===== config.mk =====
export PLATFORM = sky130hd
export DESIGN_NAME = wbr_router
export DESIGN_NICKNAME = d
export VERILOG_FILES = /design/src/rtl/wbr_pkg.sv /design/src/rtl/wbr_lfsr.sv /design/src/rtl/wbr_threshold.sv /design/src/rtl/wbr_route_decide.sv /design/src/rtl/wbr_out_stage.sv /design/src/rtl/wbr_router.sv
export SDC_FILE = /design/constraint.sdc
export NUM_CORES = 1
export LEC_CHECK = 0
export CAP_MARGIN = 10
export CELL_PAD_IN_SITES_DETAIL_PLACEMENT = 1
export CELL_PAD_IN_SITES_GLOBAL_PLACEMENT = 2
export CORE_UTILIZATION = 27
export CTS_CLUSTER_SIZE = 20
export DETAILED_ROUTE_END_ITERATION = 8
export PLACE_DENSITY_LB_ADDON = 0.1
export REMOVE_ABC_BUFFERS = 1
export SKIP_CTS_REPAIR_TIMING = 1
export SYNTH_ARGS = -nofsm -noshare
export SYNTH_HDL_FRONTEND = slang
export SYNTH_SLANG_ARGS = --single-unit

===== constraint.sdc =====
create_clock -name clk -period 3.25 [get_ports clk]
set_input_delay 0.65 -clock clk [delete_from_list [all_inputs] [get_ports clk]]
set_output_delay 0.65 -clock clk [all_outputs]
set_load 0.05 [all_outputs]

===== src/rtl/wbr_pkg.sv =====
package wbr_pkg;

   // Highest meaningful replication level; anything above clamps here.
   localparam int unsigned MAX_LEVEL = 5;

   typedef enum logic {
      ROUTE_RING  = 1'b0,
      ROUTE_LOCAL = 1'b1
   } route_e;

   // Threshold for a given (already clamped) level over a RW-bit draw space.
   function automatic int unsigned level_threshold(input int unsigned lvl,
                                                   input int unsigned rw);
      return (lvl * (1 << rw)) / MAX_LEVEL;
   endfunction

endpackage


===== src/rtl/wbr_lfsr.sv =====
module wbr_lfsr #(
   parameter int unsigned LW    = 16,
   parameter int unsigned OUT_W = 3
) (
   input  logic             clk,
   input  logic             rst_n,
   output logic [OUT_W-1:0] rnd
);
   initial begin
      assert (LW == 16) else $error("wbr_lfsr: only a 16-bit polynomial is provided");
      assert (OUT_W <= LW) else $error("wbr_lfsr: output wider than state");
   end

   logic [LW-1:0] state_q;
   logic          fb;

   assign fb = state_q[15] ^ state_q[13] ^ state_q[12] ^ state_q[10];

   always_ff @(posedge clk) begin
      if (!rst_n) state_q <= {{(LW-1){1'b0}}, 1'b1};
      else        state_q <= {state_q[LW-2:0], fb};
   end

   assign rnd = state_q[OUT_W-1:0];

   p_lfsr_alive_r4: assert property (@(posedge clk) disable iff (!rst_n)
      state_q != '0);
endmodule


===== src/rtl/wbr_threshold.sv =====
module wbr_threshold #(
   parameter int unsigned LVL_W = 3,
   parameter int unsigned RND_W = 3,
   localparam int unsigned THR_W = RND_W + 1
) (
   input  logic [LVL_W-1:0] level,
   output logic [THR_W-1:0] thr
);
   import wbr_pkg::*;

   localparam int unsigned N_LVL = 1 << LVL_W;

   initial begin
      assert (N_LVL > MAX_LEVEL) else $error("wbr_threshold: level field too narrow");
   end

   logic [THR_W-1:0] table_w [N_LVL];

   for (genvar g = 0; g < N_LVL; g++) begin : g_tab
      localparam int unsigned CL = (g > MAX_LEVEL) ? MAX_LEVEL : g;
      assign table_w[g] = THR_W'(level_threshold(CL, RND_W));
   end

   assign thr = table_w[level];
endmodule


===== src/rtl/wbr_route_decide.sv =====
module wbr_route_decide #(
   parameter int unsigned RND_W = 3,
   localparam int unsigned THR_W = RND_W + 1
) (
   input  logic             dirty,
   input  logic             shared,
   input  logic [RND_W-1:0] rnd,
   input  logic [THR_W-1:0] thr,
   output wbr_pkg::route_e  route
);
   import wbr_pkg::*;

   logic eligible;
   logic draw_hit;

   assign eligible = shared & ~dirty;
   assign draw_hit = ({1'b0, rnd} < thr);

   always_comb begin
      route = ROUTE_RING;
      if (eligible && draw_hit) route = ROUTE_LOCAL;
   end

   always_comb begin
      if (dirty) assert (route == ROUTE_RING) else $error("p_dirty_ring_r2");
   end
endmodule


===== src/rtl/wbr_out_stage.sv =====
module wbr_out_stage #(
   parameter int unsigned ADDR_W = 32,
   parameter int unsigned IDX_W  = 3
) (
   input  logic              clk,
   input  logic              rst_n,
   input  logic              in_valid,
   output logic              in_ready,
   input  logic              in_local,
   input  logic [ADDR_W-1:0] in_addr,
   input  logic [IDX_W-1:0]  in_dest,
   output logic              loc_wr,
   output logic [ADDR_W-1:0] loc_addr,
   output logic              ring_valid,
   input  logic              ring_ready,
   output logic [ADDR_W-1:0] ring_addr,
   output logic [IDX_W-1:0]  ring_dest
);
   logic acc;

   assign in_ready = ~ring_valid | ring_ready;
   assign acc      = in_valid & in_ready;

   always_ff @(posedge clk) begin
      if (!rst_n) begin
         loc_wr     <= 1'b0;
         loc_addr   <= '0;
         ring_valid <= 1'b0;
         ring_addr  <= '0;
         ring_dest  <= '0;
      end else begin
         loc_wr <= acc & in_local;
         if (acc && in_local) loc_addr <= in_addr;
         if (acc && !in_local) begin
            ring_valid <= 1'b1;
            ring_addr  <= in_addr;
            ring_dest  <= in_dest;
         end else if (ring_ready) begin
            ring_valid <= 1'b0;
         end
      end
   end

   p_hold_r8: assert property (@(posedge clk) disable iff (!rst_n)
      ring_valid && !ring_ready |=> ring_valid && $stable(ring_addr) && $stable(ring_dest));

   p_stall_r8: assert property (@(posedge clk) disable iff (!rst_n)
      ring_valid && !ring_ready |-> !in_ready);

   p_one_result_r9: assert property (@(posedge clk) disable iff (!rst_n)
      acc |=> loc_wr || ring_valid);

   p_local_addr_r7: assert property (@(posedge clk) disable iff (!rst_n)
      acc && in_local |=> loc_wr && loc_addr == $past(in_addr));

   p_pulse_r9: assert property (@(posedge clk) disable iff (!rst_n)
      !acc |=> !loc_wr);
endmodule


===== src/rtl/wbr_router.sv =====
module wbr_router #(
   parameter int unsigned N_CORES  = 8,
   parameter int unsigned ADDR_W   = 32,
   parameter int unsigned LVL_W    = 3,
   parameter int unsigned RND_W    = 3,
   parameter bit          INT_LFSR = 1'b0,
   localparam int unsigned IDX_W   = $clog2(N_CORES),
   localparam int unsigned THR_W   = RND_W + 1
) (
   input  logic              clk,
   input  logic              rst_n,
   input  logic [IDX_W-1:0]  own_id,
   input  logic [LVL_W-1:0]  repl_level,
   input  logic [RND_W-1:0]  rnd_bits,
   input  logic              req_valid,
   output logic              req_ready,
   input  logic [ADDR_W-1:0] req_addr,
   input  logic              req_dirty,
   input  logic              req_shared,
   output logic              loc_wr,
   output logic [ADDR_W-1:0] loc_addr,
   output logic              ring_valid,
   input  logic              ring_ready,
   output logic [ADDR_W-1:0] ring_addr,
   output logic [IDX_W-1:0]  ring_dest
);
   import wbr_pkg::*;

   initial begin
      assert (N_CORES >= 2) else $error("wbr_router: ring needs at least two slices");
      assert (RND_W >= 1 && RND_W <= 8) else $error("wbr_router: RND_W out of range");
      assert (ADDR_W >= 1) else $error("wbr_router: ADDR_W must be positive");
   end

   logic [RND_W-1:0] rnd;
   logic [THR_W-1:0] thr;
   route_e           route;
   logic [IDX_W-1:0] next_id;

   if (INT_LFSR) begin : g_lfsr
      wbr_lfsr #(.LW(16), .OUT_W(RND_W)) u_lfsr (
         .clk (clk),
         .rst_n (rst_n),
         .rnd (rnd)
      );
   end else begin : g_ext
      assign rnd = rnd_bits;
   end

   wbr_threshold #(.LVL_W(LVL_W), .RND_W(RND_W)) u_thr (
      .level (repl_level),
      .thr   (thr)
   );

   wbr_route_decide #(.RND_W(RND_W)) u_dec (
      .dirty  (req_dirty),
      .shared (req_shared),
      .rnd    (rnd),
      .thr    (thr),
      .route  (route)
   );

   assign next_id = (own_id == IDX_W'(N_CORES - 1)) ? '0 : own_id + 1'b1;

   wbr_out_stage #(.ADDR_W(ADDR_W), .IDX_W(IDX_W)) u_out (
      .clk        (clk),
      .rst_n      (rst_n),
      .in_valid   (req_valid),
      .in_ready   (req_ready),
      .in_local   (route == ROUTE_LOCAL),
      .in_addr    (req_addr),
      .in_dest    (next_id),
      .loc_wr     (loc_wr),
      .loc_addr   (loc_addr),
      .ring_valid (ring_valid),
      .ring_ready (ring_ready),
      .ring_addr  (ring_addr),
      .ring_dest  (ring_dest)
   );

   p_level0_r5: assert property (@(posedge clk) disable iff (!rst_n)
      req_valid && req_ready && repl_level == '0 |=> !loc_wr);

   p_dirty_r2: assert property (@(posedge clk) disable iff (!rst_n)
      req_valid && req_ready && req_dirty |=> !loc_wr && ring_valid);

   p_private_r3: assert property (@(posedge clk) disable iff (!rst_n)
      req_valid && req_ready && !req_shared |=> !loc_wr && ring_valid);

   p_dest_r6: assert property (@(posedge clk) disable iff (!rst_n)
      req_valid && req_ready && !loc_wr |=> !ring_valid || ring_dest != $past(own_id));
endmodule


### After elaboration in Yosys (flattened, before gate mapping)

Memory sizes are Yosys's and may differ from the RTL's.
Cells that the tools add are included.

| storage, ports and cells | value |
|---|---|
| register bits after elaboration | 69 |
| latch bits | 0 |
| RAM bits | 0 |
| memory bits (read-only) | 32 |
| input bits | 47 |
| output and inout bits | 70 |
| word-level logic and storage cells | 28 |
| memories | 1 |

Memories:

| name | depth | width | read ports | clocked after Yosys merged registers in | wr ports | line | source |
|---|---|---|---|---|---|---|---|
| (no name shown) | 8 | 4 | 1 | 0 | 0 | wbr_threshold.sv:24 | `assign thr = table_w[level];` |

| cells by class | value |
|---|---|
| $add $sub $neg | 1 |
| multipliers | 0 |
| divide/modulo/power cells | 0 |
| magnitude comparators | 2 |
| equal/unequal tests | 1 |
| shift-type cells | 0 |
| mux-type cells | 6 |
| bitwise gates (word level) | 7 |
| reduce and logical (&&, ||, !) cells | 5 |

Operator list:

| cell | count |
|---|---|
| $mux W4 | 2 |
| $ge A4 B4 Y1 const B | 1 |
| $lt A3 B4 Y1 | 1 |
| $not A3 Y4 | 1 |
| $add A3 B1 Y3 const B | 1 |
| $and A1 B1 Y1 | 3 |
| $eq A3 B3 Y1 const B | 1 |
| $logic_and A1 B1 Y1 | 3 |
| $mux W1 | 3 |
| $mux W3 | 1 |
| $not A1 Y1 | 2 |
| $reduce_bool A2 Y1 | 1 |
| $logic_not A1 Y1 | 1 |
| $or A1 B1 Y1 | 1 |

### Logic depth before layout (Yosys ltp)

Gate-level depths: netlist of run 1.

| logic depth | value |
|---|---|
| word-level depth | 10 |
| mapped depth | 10 |
| mapped depth without buffers | 8 |

### Hierarchy

From an unflattened synthesis of run 1, not the netlist that was laid out.

| unflattened totals | value |
|---|---|
| cell total of the unflattened synthesis | 288 |
| area, all modules | 2,839.0 um^2 |

Modules (own cells, without submodules):

| module | times used | cells each | area each (um^2) | sequential area each (um^2) |
|---|---|---|---|---|
| wbr_out_stage | 1 | 263 | 2,651.3 | 1,381.3 |
| wbr_threshold | 1 | 9 | 81.3 | 0.0 |
| wbr_route_decide | 1 | 12 | 71.3 | 0.0 |
| wbr_router | 1 | 4 | 35.0 | 0.0 |

### Worst setup path before layout of run 1

Ideal clock, no wire load.

| timing | value |
|---|---|
| kind | input to register |
| start point | input port repl_level[0] |
| end point | register u_out.loc_addr[0] |
| setup time | 72 ps |
| data arrival time | 2,272 ps |
| data required time | 3,178 ps |
| path slack | 906 ps |
| stages on the path | 9 |
| buffers on the path | 1 |
| cells stage by stage | inv_1 > ha_1 > mux2i_1 > ha_1 > o21ai_0 > nor3_2 > nor3_4 > buf_8 > mux2i_1 |

| between the ends | value |
|---|---|
| word-level cells in the longest chain between the ends | 8 |

Ends and longest elaborated chain:

| item | line | source |
|---|---|---|
| from (decl) | wbr_router.sv:13 | `input logic [LVL_W-1:0] repl_level,` |
| $not A3 Y4 (implied by the code) | wbr_threshold.sv:24 |  |
| $mem_v2 Z8 W4 | - |  |
| $mux W4 (implied by the code) (2 in series) | wbr_threshold.sv:24 |  |
| $lt A3 B4 Y1 | wbr_route_decide.sv:17 | `assign draw_hit = ({1'b0, rnd} < thr);` |
| $logic_and A1 B1 Y1 | wbr_route_decide.sv:21 | `if (eligible && draw_hit) route = ROUTE_LOCAL;` |
| $mux W1 | wbr_route_decide.sv:21 |  |
| $logic_and A1 B1 Y1 | wbr_out_stage.sv:33 | `if (acc && in_local) loc_addr <= in_addr;` |
| to (signal assigned) | wbr_out_stage.sv:33 |  |
| to (decl) | wbr_out_stage.sv:13 | `output logic [ADDR_W-1:0] loc_addr,` |

No other way between the ends. The select of a mux whose other input is x is not followed.
A chain may end at the register's enable or synchronous reset.

### Final worst setup path of run 1

| timing | value |
|---|---|
| start point | input port ring_ready |
| end point | output port req_ready |

| between the ends | value |
|---|---|
| word-level cells in the longest chain between the ends | 1 |

Ends and longest elaborated chain:

| item | line | source |
|---|---|---|
| from (decl) | wbr_router.sv:23 | `input logic ring_ready,` |
| $or A1 B1 Y1 | wbr_out_stage.sv:21 | `assign in_ready = ~ring_valid \| ring_ready;` |
| to (decl) | wbr_router.sv:16 | `output logic req_ready,` |

No other way between the ends.

==> results of run 1 <==
[per-layer routing]
layer | GRT usage, % | up-vias
li1 | - | 1151
met1 | 19.05 | 1041
met2 | 21.24 | 71
met3 | 5.326 | 4
met4 | 3.673 | 0
met5 | 0 | -
[cell usage after synthesis (2+ instances only)]
master / n / area [sq um]
sky130_fd_sc_hd__nand2_1: 101 / 379.1
sky130_fd_sc_hd__mux2i_1: 69 / 690.7
sky130_fd_sc_hd__dfxtp_1: 69 / 1381
sky130_fd_sc_hd__buf_8: 3 / 45.04
sky130_fd_sc_hd__clkbuf_1: 12 / 45.04
sky130_fd_sc_hd__o21ai_0: 2 / 10.01
sky130_fd_sc_hd__buf_6: 4 / 45.04
sky130_fd_sc_hd__ha_1: 8 / 100.1
sky130_fd_sc_hd__inv_1: 3 / 11.26
[cell usage in the layout (no fill, tap or decap), drive strengths merged, types with 2 or more instances in the layout]
| master | synthesis | final |
|---|---|---|
| clkdlybuf4s50 | 0 | 115 |
| nand2 | 101 | 101 |
| mux2i | 69 | 69 |
| dfxtp | 69 | 69 |
| clkbuf | 12 | 11 |
| ha | 8 | 8 |
| buf | 7 | 6 |
| clkinv | 0 | 4 |
| inv | 3 | 3 |
| o21ai | 3 | 3 |
| nor3 | 2 | 2 |
[path summary, 6_finish.rpt]
kind | endpoint | startpoint | slack [ns] | depth (start not counted)
worst max register to register | u_out.ring_addr[20] | u_out.ring_valid | 1.81 | 5
worst min register to register | u_out.loc_addr[22] | u_out.loc_addr[22] | 0.46 | 2
worst min-delay path | u_out.loc_addr[22] | u_out.loc_addr[22] | 0.46 | 2
worst max-delay path | req_ready | ring_ready | 0.55 | 3
[kinds of logic (layout without fill, tap and decap cells)]
logic type,after synthesis,after routing,synth area share [%]
AO/OA/AOI/OAI,5,5,1.154
adder cells (fa/ha/maj),8,8,3.553
buffers and inverters,22,140,5.195
flip-flops,69,69,49.02
multiplexers,69,69,24.51
AND/OR/NAND/NOR,110,110,16.56
[report_power, final]
group | internal, mW | switching (mW)
Sequential | 0.890 | 0.0231
Clock | 0.272 | 0.310
Combinational | 0.183 | 0.274
Total | 1.35 | 0.607
[stage by stage]
step / cell area (sq um) / worst slack (ns) / util, %
global route: 4229 / 0.3773 / 42.48
finish: 4229 / 0.5494 / 42.48
floorplan: 2683 / 0.07705 / -
CTS: 4229 / 0.5423 / 42.48
global placement: 4070 / 0.3531 / 40.89
detailed placement: 4070 / 0.2853 / 40.89
[area by class of cell]
| type | count | area [sq um] | area share [%] |
|---|---|---|---|
| Inverter | 3 | 11.26 | 0.2663 |
| Clock inverter | 5 | 27.53 | 0.6509 |
| Timing Repair Buffer | 121 | 1221 | 28.88 |
| Clock buffer | 11 | 131.4 | 3.107 |
| Sequential cell | 69 | 1381 | 32.66 |
| Tap cell | 133 | 166.4 | 3.935 |
| Multi-Input combinational cell | 192 | 1290 | 30.50 |
[critical path: cells and delay by family]
kind / cells / cell delay (ns)
buf+inv: 2 / 1.09
simple gates: 1 / 0.31
[flip-flops by register name, summed over array words and instances, names as in the netlist]
signal and count:
u_out.loc_addr 32, u_out.ring_addr 32, u_out.ring_dest 3, u_out.loc_wr 1
u_out.ring_valid 1
==> report_table.html, run 1 <==
<table>
<tr><th>Metric</th><th>Value</th></tr>
<tr><th colspan="2">Global route</th></tr>
<tr><td>Vias in the first global route</td><td>2366</td></tr>
<tr><td>Leftover overflow at the end of global routing</td><td>0</td></tr>
<tr><td>Number of antenna violations at the first check in global routing</td><td>0</td></tr>
<tr><td>Maximum number of pins on one net before global-route repair</td><td>60</td></tr>
<tr><td>First-pass GRT wire length</td><td>12300 microns</td></tr>
<tr><td>All-Layer GR Usage</td><td>14.18%</td></tr>
<tr><th colspan="2">Finish</th></tr>
<tr><td>Share of cells above drive strength 1</td><td>6.733%</td></tr>
<tr><td>Non-filler cells in the finished layout</td><td>534</td></tr>
<tr><td>Synthesis-to-finish area growth</td><td>50.09%</td></tr>
<tr><td>Number of filler cells placed in the layout</td><td>1138</td></tr>
<tr><td>Total inserted antenna cells</td><td>0</td></tr>
<tr><td>Final #Nets</td><td>451</td></tr>
<tr><th colspan="2">Critical path</th></tr>
<tr><td>Setup crit end kind</td><td>primary output</td></tr>
<tr><td>Series of cell instances along the critical path</td><td>clkdlybuf4s50_1 -&gt; or2b_2 -&gt; clkdlybuf4s50_1</td></tr>
<tr><td>Highest fanout seen on the critical path</td><td>3</td></tr>
<tr><td>Arrival time worst endpoint</td><td>2.05 ns</td></tr>
<tr><td>Worst EP required</td><td>2.60 ns</td></tr>
<tr><td>Delay of the slowest cell on the worst path</td><td>0.70 ns</td></tr>
<tr><td>CP max stage cell</td><td>sky130_fd_sc_hd__clkdlybuf4s50_1</td></tr>
<tr><td>Crit path kind</td><td>input port to primary output</td></tr>
<tr><td>Library cell appearing most often on the critical path</td><td>sky130_fd_sc_hd__clkdlybuf4s50_1</td></tr>
<tr><td>Sort of element at the start of the critical path</td><td>input port</td></tr>
<tr><th colspan="2">STA</th></tr>
<tr><td>Actual slew at the worst max-slew pin</td><td>0.5950 ns</td></tr>
<tr><td>Pins over their slew limit</td><td>0</td></tr>
<tr><td>Post-route fraction of the period consumed by the critical path</td><td>83.10%</td></tr>
<tr><td>Post-layout min period</td><td>2.701 ns</td></tr>
<tr><td>Upper clock frequency limit</td><td>0.3703 GHz</td></tr>
<tr><td>Rel. slew slack</td><td>60.33%</td></tr>
<tr><td>Worst-case clock skew</td><td>0.003326 ns</td></tr>
<tr><td>Sum Neg Setup Slack</td><td>0 ns</td></tr>
<tr><td>Hold Vio Cnt, Final</td><td>0</td></tr>
<tr><td>Hold_ws</td><td>0.4572 ns</td></tr>
<tr><td>Setup repair after global routing missed its margin</td><td>false</td></tr>
<tr><td>Total setup violations reported at the end of the flow</td><td>0</td></tr>
<tr><th colspan="2">Pwr</th></tr>
<tr><td>Pwr/cell area</td><td>461.8 nW/um^2</td></tr>
<tr><td>Peak supply drop</td><td>194.0 uV</td></tr>
<tr><td>Reported leakage power</td><td>1.613 nW</td></tr>
<tr><td>Power, Total</td><td>1.953 mW</td></tr>
<tr><th colspan="2">Clock tree</th></tr>
<tr><td>Maximum level of the CTS H-tree</td><td>3</td></tr>
<tr><td>Source-to-sink clock delay at the later pin of the worst-skew pair</td><td>0.33 ns</td></tr>
<tr><td>Number of buffers created by CTS</td><td>9</td></tr>
<tr><td>Clock edge transition at the registers on the reported setup and hold paths</td><td>0.07 ns</td></tr>
<tr><td>Clock root buffer master</td><td>sky130_fd_sc_hd__clkbuf_8</td></tr>
<tr><td>TritonCTS clock tree</td><td>done</td></tr>
<tr><td>Number of buffers on the longest clock path</td><td>2</td></tr>
<tr><td>Clk sinks</td><td>69</td></tr>
<tr><th colspan="2">Routing</th></tr>
<tr><td>Number of optimization iterations in the first detailed-route pass</td><td>4</td></tr>
<tr><td>Uppermost signal routing layer after detailed routing</td><td>met4</td></tr>
<tr><td>Average wire length per cell after detail routing</td><td>13.51 microns</td></tr>
<tr><td>Total DRC errors in the routed layout</td><td>0</td></tr>
<tr><td>Metal3 WL</td><td>484 microns</td></tr>
<tr><td>Total Wirelength</td><td>7212 microns</td></tr>
<tr><td>Antenna Violating Nets Remaining</td><td>0</td></tr>
<tr><td>Wire length the detailed router placed on met1</td><td>3529 microns</td></tr>
<tr><td>Vias per inst</td><td>4.245</td></tr>
<tr><td>Met2 wirelength from detailed routing</td><td>3141 microns</td></tr>
<tr><td>Initial drt markers</td><td>63</td></tr>
<tr><td>Routed vias</td><td>2267</td></tr>
<tr><th colspan="2">Logic synthesis</th></tr>
<tr><td>Yosys reg bits</td><td>69</td></tr>
<tr><td>Synth unique cells</td><td>21</td></tr>
<tr><td>Sequential fraction of the synthesis area</td><td>49.02%</td></tr>
<tr><td>FFs w/ async S/R, synth</td><td>0%</td></tr>
<tr><td>Main flop type after synthesis</td><td>sky130_fd_sc_hd__dfxtp_1</td></tr>
<tr><td>Synthesized netlist cell count</td><td>283</td></tr>
<tr><td>Post-synthesis cell area</td><td>2818 sq um</td></tr>
<tr><td>Post-synth EDFFs</td><td>0</td></tr>
<tr><td>Synthesis warning total</td><td>0</td></tr>
<tr><td>Average cell area after synthesis</td><td>9.957 sq um</td></tr>
<tr><th colspan="2">Die</th></tr>
<tr><td>CORE AREA</td><td>9955 sq um</td></tr>
<tr><td>Height of the chip</td><td>104.2 microns</td></tr>
<tr><td>Die area</td><td>10850 sq um</td></tr>
<tr><td>IO Count</td><td>117</td></tr>
<tr><td>Total number of placement rows</td><td>36</td></tr>
<tr><td>Effective utilization at floorplan</td><td>28.31%</td></tr>
<tr><td>Die extent in x</td><td>104.2 microns</td></tr>
<tr><th colspan="2">Flow run</th></tr>
<tr><td>Number of max-cap violations</td><td>0</td></tr>
<tr><th colspan="2">Hold path</th></tr>
<tr><td>Hold Path Class</td><td>flop to flop</td></tr>
<tr><th colspan="2">Place</th></tr>
<tr><td>Total placed cells including tap cells</td><td>518</td></tr>
<tr><td>HPWL after DPL</td><td>5051 microns</td></tr>
<tr><td>Final GP Congestion</td><td>0.7123</td></tr>
<tr><td>Number of port buffers</td><td>116</td></tr>
<tr><th colspan="2">Outcome</th></tr>
<tr><td>Status</td><td>finished clean</td></tr>
</table>
(Power assumes the default switching activity.)
==> inputs of run 2 (changes only) <==
Settings changed: CORE_UTILIZATION 27 to 25.
Clock period 3.25 ns to 2.7 ns, I/O delays scaled along.
==> report_table.html, run 2 (same netlist as run 1, synthesis figures left out) <==
<table>
<tr><th>Metric</th><th>Value</th></tr>
<tr><th colspan="2">Routing</th></tr>
<tr><td>Average wire length per cell after detail routing</td><td>13.59 microns (was 13.51 microns)</td></tr>
<tr><td>Antenna Violating Nets Remaining</td><td>0 (unchanged)</td></tr>
<tr><td>Number of optimization iterations in the first detailed-route pass</td><td>4 (unchanged)</td></tr>
<tr><td>Routed vias</td><td>2294 (was 2267)</td></tr>
<tr><td>Total DRC errors in the routed layout</td><td>0 (unchanged)</td></tr>
<tr><td>Vias per inst</td><td>4.217 (was 4.245)</td></tr>
<tr><td>Initial drt markers</td><td>21 (was 63)</td></tr>
<tr><td>Total Wirelength</td><td>7395 microns (was 7212 microns)</td></tr>
<tr><th colspan="2">Critical path</th></tr>
<tr><td>Series of cell instances along the critical path</td><td>clkdlybuf4s50_1 -&gt; inv_1 -&gt; ha_1 -&gt; mux2i_1 -&gt; ha_1 -&gt; nor4b_2 -&gt; nor3_2 -&gt; o21ba_2 -&gt; buf_12 -&gt; mux2i_1 (was clkdlybuf4s50_1 -&gt; or2b_2 -&gt; clkdlybuf4s50_1)</td></tr>
<tr><td>Highest fanout seen on the critical path</td><td>18 (was 3)</td></tr>
<tr><td>Arrival time worst endpoint</td><td>2.74 ns (was 2.05 ns)</td></tr>
<tr><td>Delay of the slowest cell on the worst path</td><td>0.52 ns (was 0.70 ns)</td></tr>
<tr><td>Worst EP required</td><td>2.96 ns (was 2.60 ns)</td></tr>
<tr><td>Worst-case reg-to-reg path depth</td><td>5 (unchanged)</td></tr>
<tr><td>Crit path kind</td><td>input port to flop (was input port to primary output)</td></tr>
<tr><td>CP max stage cell</td><td>sky130_fd_sc_hd__clkdlybuf4s50_1 (unchanged)</td></tr>
<tr><td>Sort of element at the start of the critical path</td><td>input port (unchanged)</td></tr>
<tr><td>Setup crit end kind</td><td>flop (was primary output)</td></tr>
<tr><th colspan="2">Finish</th></tr>
<tr><td>Core Util, Final</td><td>40.11% (was 42.48%)</td></tr>
<tr><td>Share of cells above drive strength 1</td><td>8.168% (was 6.733%)</td></tr>
<tr><td>Most used cells in the layout excluding fill and tap cells</td><td>sky130_fd_sc_hd__clkdlybuf4s50_1 (114), sky130_fd_sc_hd__nand2_1 (101), sky130_fd_sc_hd__mux2i_1 (69), sky130_fd_sc_hd__dfxtp_1 (69), sky130_fd_sc_hd__clkbuf_8 (9) (was sky130_fd_sc_hd__clkdlybuf4s50_1 (115), sky130_fd_sc_hd__nand2_1 (101), sky130_fd_sc_hd__mux2i_1 (69), sky130_fd_sc_hd__dfxtp_1 (69), sky130_fd_sc_hd__clkbuf_8 (9))</td></tr>
<tr><td>Final #Nets</td><td>455 (was 451)</td></tr>
<tr><td>Total inserted antenna cells</td><td>0 (unchanged)</td></tr>
<tr><td>Top flop regs</td><td>u_out.loc_addr x32, u_out.ring_addr x32, u_out.ring_dest x3 (unchanged)</td></tr>
<tr><td>Most common cell after layout, fill and taps aside</td><td>sky130_fd_sc_hd__clkdlybuf4s50_1 (unchanged)</td></tr>
<tr><td>Number of filler cells placed in the layout</td><td>1257 (was 1138)</td></tr>
<tr><td>Synthesis-to-finish area growth</td><td>54.97% (was 50.09%)</td></tr>
<tr><th colspan="2">STA</th></tr>
<tr><td>Post-layout min period</td><td>2.479 ns</td></tr>
<tr><td>Actual slew at the worst max-slew pin</td><td>0.5409 ns (was 0.5950 ns)</td></tr>
<tr><td>Pins over their slew limit</td><td>0 (unchanged)</td></tr>
<tr><td>Rel. slew slack</td><td>63.83% (was 60.33%)</td></tr>
<tr><td>Post-route fraction of the period consumed by the critical path</td><td>91.81%</td></tr>
<tr><td>Worst-case clock skew</td><td>0.006022 ns (was 0.003326 ns)</td></tr>
<tr><td>Total setup violations reported at the end of the flow</td><td>0 (unchanged)</td></tr>
<tr><td>Hold Vio Cnt, Final</td><td>0 (unchanged)</td></tr>
<tr><td>Upper clock frequency limit</td><td>0.4034 GHz</td></tr>
<tr><td>Setup repair after global routing missed its margin</td><td>false (unchanged)</td></tr>
<tr><td>Setup ws final</td><td>0.2211 ns (was 0.5494 ns)</td></tr>
<tr><th colspan="2">Die</th></tr>
<tr><td>Die extent in x</td><td>108.2 microns (was 104.2 microns)</td></tr>
<tr><td>CORE AREA</td><td>10890 sq um (was 9955 sq um)</td></tr>
<tr><td>Effective utilization at floorplan</td><td>25.88% (was 28.31%)</td></tr>
<tr><td>Total number of placement rows</td><td>38 (was 36)</td></tr>
<tr><td>Die area</td><td>11700 sq um (was 10850 sq um)</td></tr>
<tr><td>Height of the chip</td><td>108.2 microns (was 104.2 microns)</td></tr>
<tr><td>IO Count</td><td>117 (unchanged)</td></tr>
<tr><th colspan="2">Hold path</th></tr>
<tr><td>Cell depth of the worst min-delay path</td><td>2 (unchanged)</td></tr>
<tr><td>Hold Path Class</td><td>flop to flop (unchanged)</td></tr>
<tr><th colspan="2">Clock tree</th></tr>
<tr><td>Number of buffers created by CTS</td><td>9 (unchanged)</td></tr>
<tr><td>TritonCTS clock tree</td><td>done (unchanged)</td></tr>
<tr><td>Maximum level of the CTS H-tree</td><td>3 (unchanged)</td></tr>
<tr><td>Clk sinks</td><td>69 (unchanged)</td></tr>
<tr><td>Source-to-sink clock delay at the later pin of the worst-skew pair</td><td>0.33 ns (about the same)</td></tr>
<tr><td>Clock root buffer master</td><td>sky130_fd_sc_hd__clkbuf_8 (unchanged)</td></tr>
<tr><td>Number of buffers on the longest clock path</td><td>2 (unchanged)</td></tr>
<tr><td>Clock edge transition at the registers on the reported setup and hold paths</td><td>0.08 ns (was 0.07 ns)</td></tr>
<tr><th colspan="2">Pwr</th></tr>
<tr><td>Reported leakage power</td><td>1.672 nW (was 1.613 nW)</td></tr>
<tr><td>Gate power share</td><td>21.0% (was 23.4%)</td></tr>
<tr><td>P_int</td><td>1.910 mW (was 1.346 mW)</td></tr>
<tr><td>Total net switching power</td><td>0.7573 mW (was 0.6073 mW)</td></tr>
<tr><td>Proportion of power drawn by flip-flops and latches</td><td>41.3% (was 46.8%)</td></tr>
<tr><td>Pwr/cell area</td><td>610.9 nW/um^2 (was 461.8 nW/um^2)</td></tr>
<tr><td>Sw Ratio</td><td>28.39% (was 31.10%)</td></tr>
<tr><td>Relative contribution of the clock network to total power</td><td>37.8% (was 29.8%)</td></tr>
<tr><td>Peak supply drop</td><td>290.7 uV (was 194.0 uV)</td></tr>
<tr><td>Power, Total</td><td>2.668 mW (was 1.953 mW)</td></tr>
<tr><th colspan="2">Global route</th></tr>
<tr><td>Leftover overflow at the end of global routing</td><td>0 (unchanged)</td></tr>
<tr><td>First-pass GRT wire length</td><td>11830 microns (was 12300 microns)</td></tr>
<tr><td>Number of antenna violations at the first check in global routing</td><td>0 (unchanged)</td></tr>
<tr><td>Vias in the first global route</td><td>2497 (was 2366)</td></tr>
<tr><td>Maximum number of pins on one net before global-route repair</td><td>53 (was 60)</td></tr>
<tr><td>All-Layer GR Usage</td><td>13.18% (was 14.18%)</td></tr>
<tr><th colspan="2">Place</th></tr>
<tr><td>Number of port buffers</td><td>116 (unchanged)</td></tr>
<tr><td>HPWL after DPL</td><td>5260 microns (was 5051 microns)</td></tr>
<tr><td>Pre-CTS setup slack</td><td>-0.1466 ns (was 0.2853 ns)</td></tr>
<tr><td>Final GP Congestion</td><td>0.6854 (was 0.7123)</td></tr>
<tr><th colspan="2">Flow run</th></tr>
<tr><td>Number of max-cap violations</td><td>0 (unchanged)</td></tr>
<tr><th colspan="2">Outcome</th></tr>
<tr><td>Status</td><td>finished clean (unchanged)</td></tr>
</table>
==> run 2: power by group through the flow <==
stage               Sequential [mW]  Clock (mW)  Combinational (mW)
floorplan                      1.31           0               0.132
global placement               1.12           0               0.564
detailed placement             1.12           0               0.568
CTS                            1.10        1.05               0.570
global route                   1.11        1.09               0.596
finish                         1.10        1.01               0.560
==> run 2: worst max-delay path: cells and delay by family <==
kind,cells,cell delay [ns]
muxes,2,0.35
AOI/OAI and AO/OA,1,0.27
buffers and inverters,3,0.79
adders and majority gates,2,0.39
and+or+nand+nor,2,0.38
==> run 2: final cells by class <==
| type | count | area, sq um | share of cell area, % |
|---|---|---|---|
| clock buffer | 9 | 123.9 | 2.837 |
| clock inverter | 6 | 111.4 | 2.550 |
| inverter | 3 | 11.26 | 0.2579 |
| multi-input combinational | 192 | 1290 | 29.54 |
| sequential | 69 | 1381 | 31.63 |
| tap | 140 | 175.2 | 4.011 |
| timing repair buffer | 125 | 1274 | 29.17 |
==> run 2: path summary, 6_finish.rpt <==
kind                    endpoint          startpoint  slack [ns]
min           u_out.loc_addr[23]  u_out.loc_addr[23]        0.46
max          u_out.ring_addr[30]       repl_level[1]        0.22
min reg2reg   u_out.loc_addr[23]  u_out.loc_addr[23]        0.46
max reg2reg  u_out.ring_addr[30]    u_out.ring_valid        1.26
==> run 2: per-stage QoR <==
step                      cells  cell area (sq um)  setup TNS, ns  hold WS [ns]
after floorplan             264               2683         -20.15        0.6617
after global placement      529               4131         -2.456        0.4422
after detailed placement    529               4131         -7.648        0.4457
after CTS                   544               4367              0        0.4620
after global routing        544               4367              0        0.4767
final                       544               4367              0        0.4594
==> run 2: routing by layer <==
metal | GRT usage, % | vias up | share of wire, %
li1 | - | 1152 | -
met1 | 15.41 | 1064 | 46
met2 | 21.57 | 70 | 45
met3 | 4.702 | 8 | 7.4
met4 | 5.871 | 0 | 1.5
met5 | 0 | - | 0
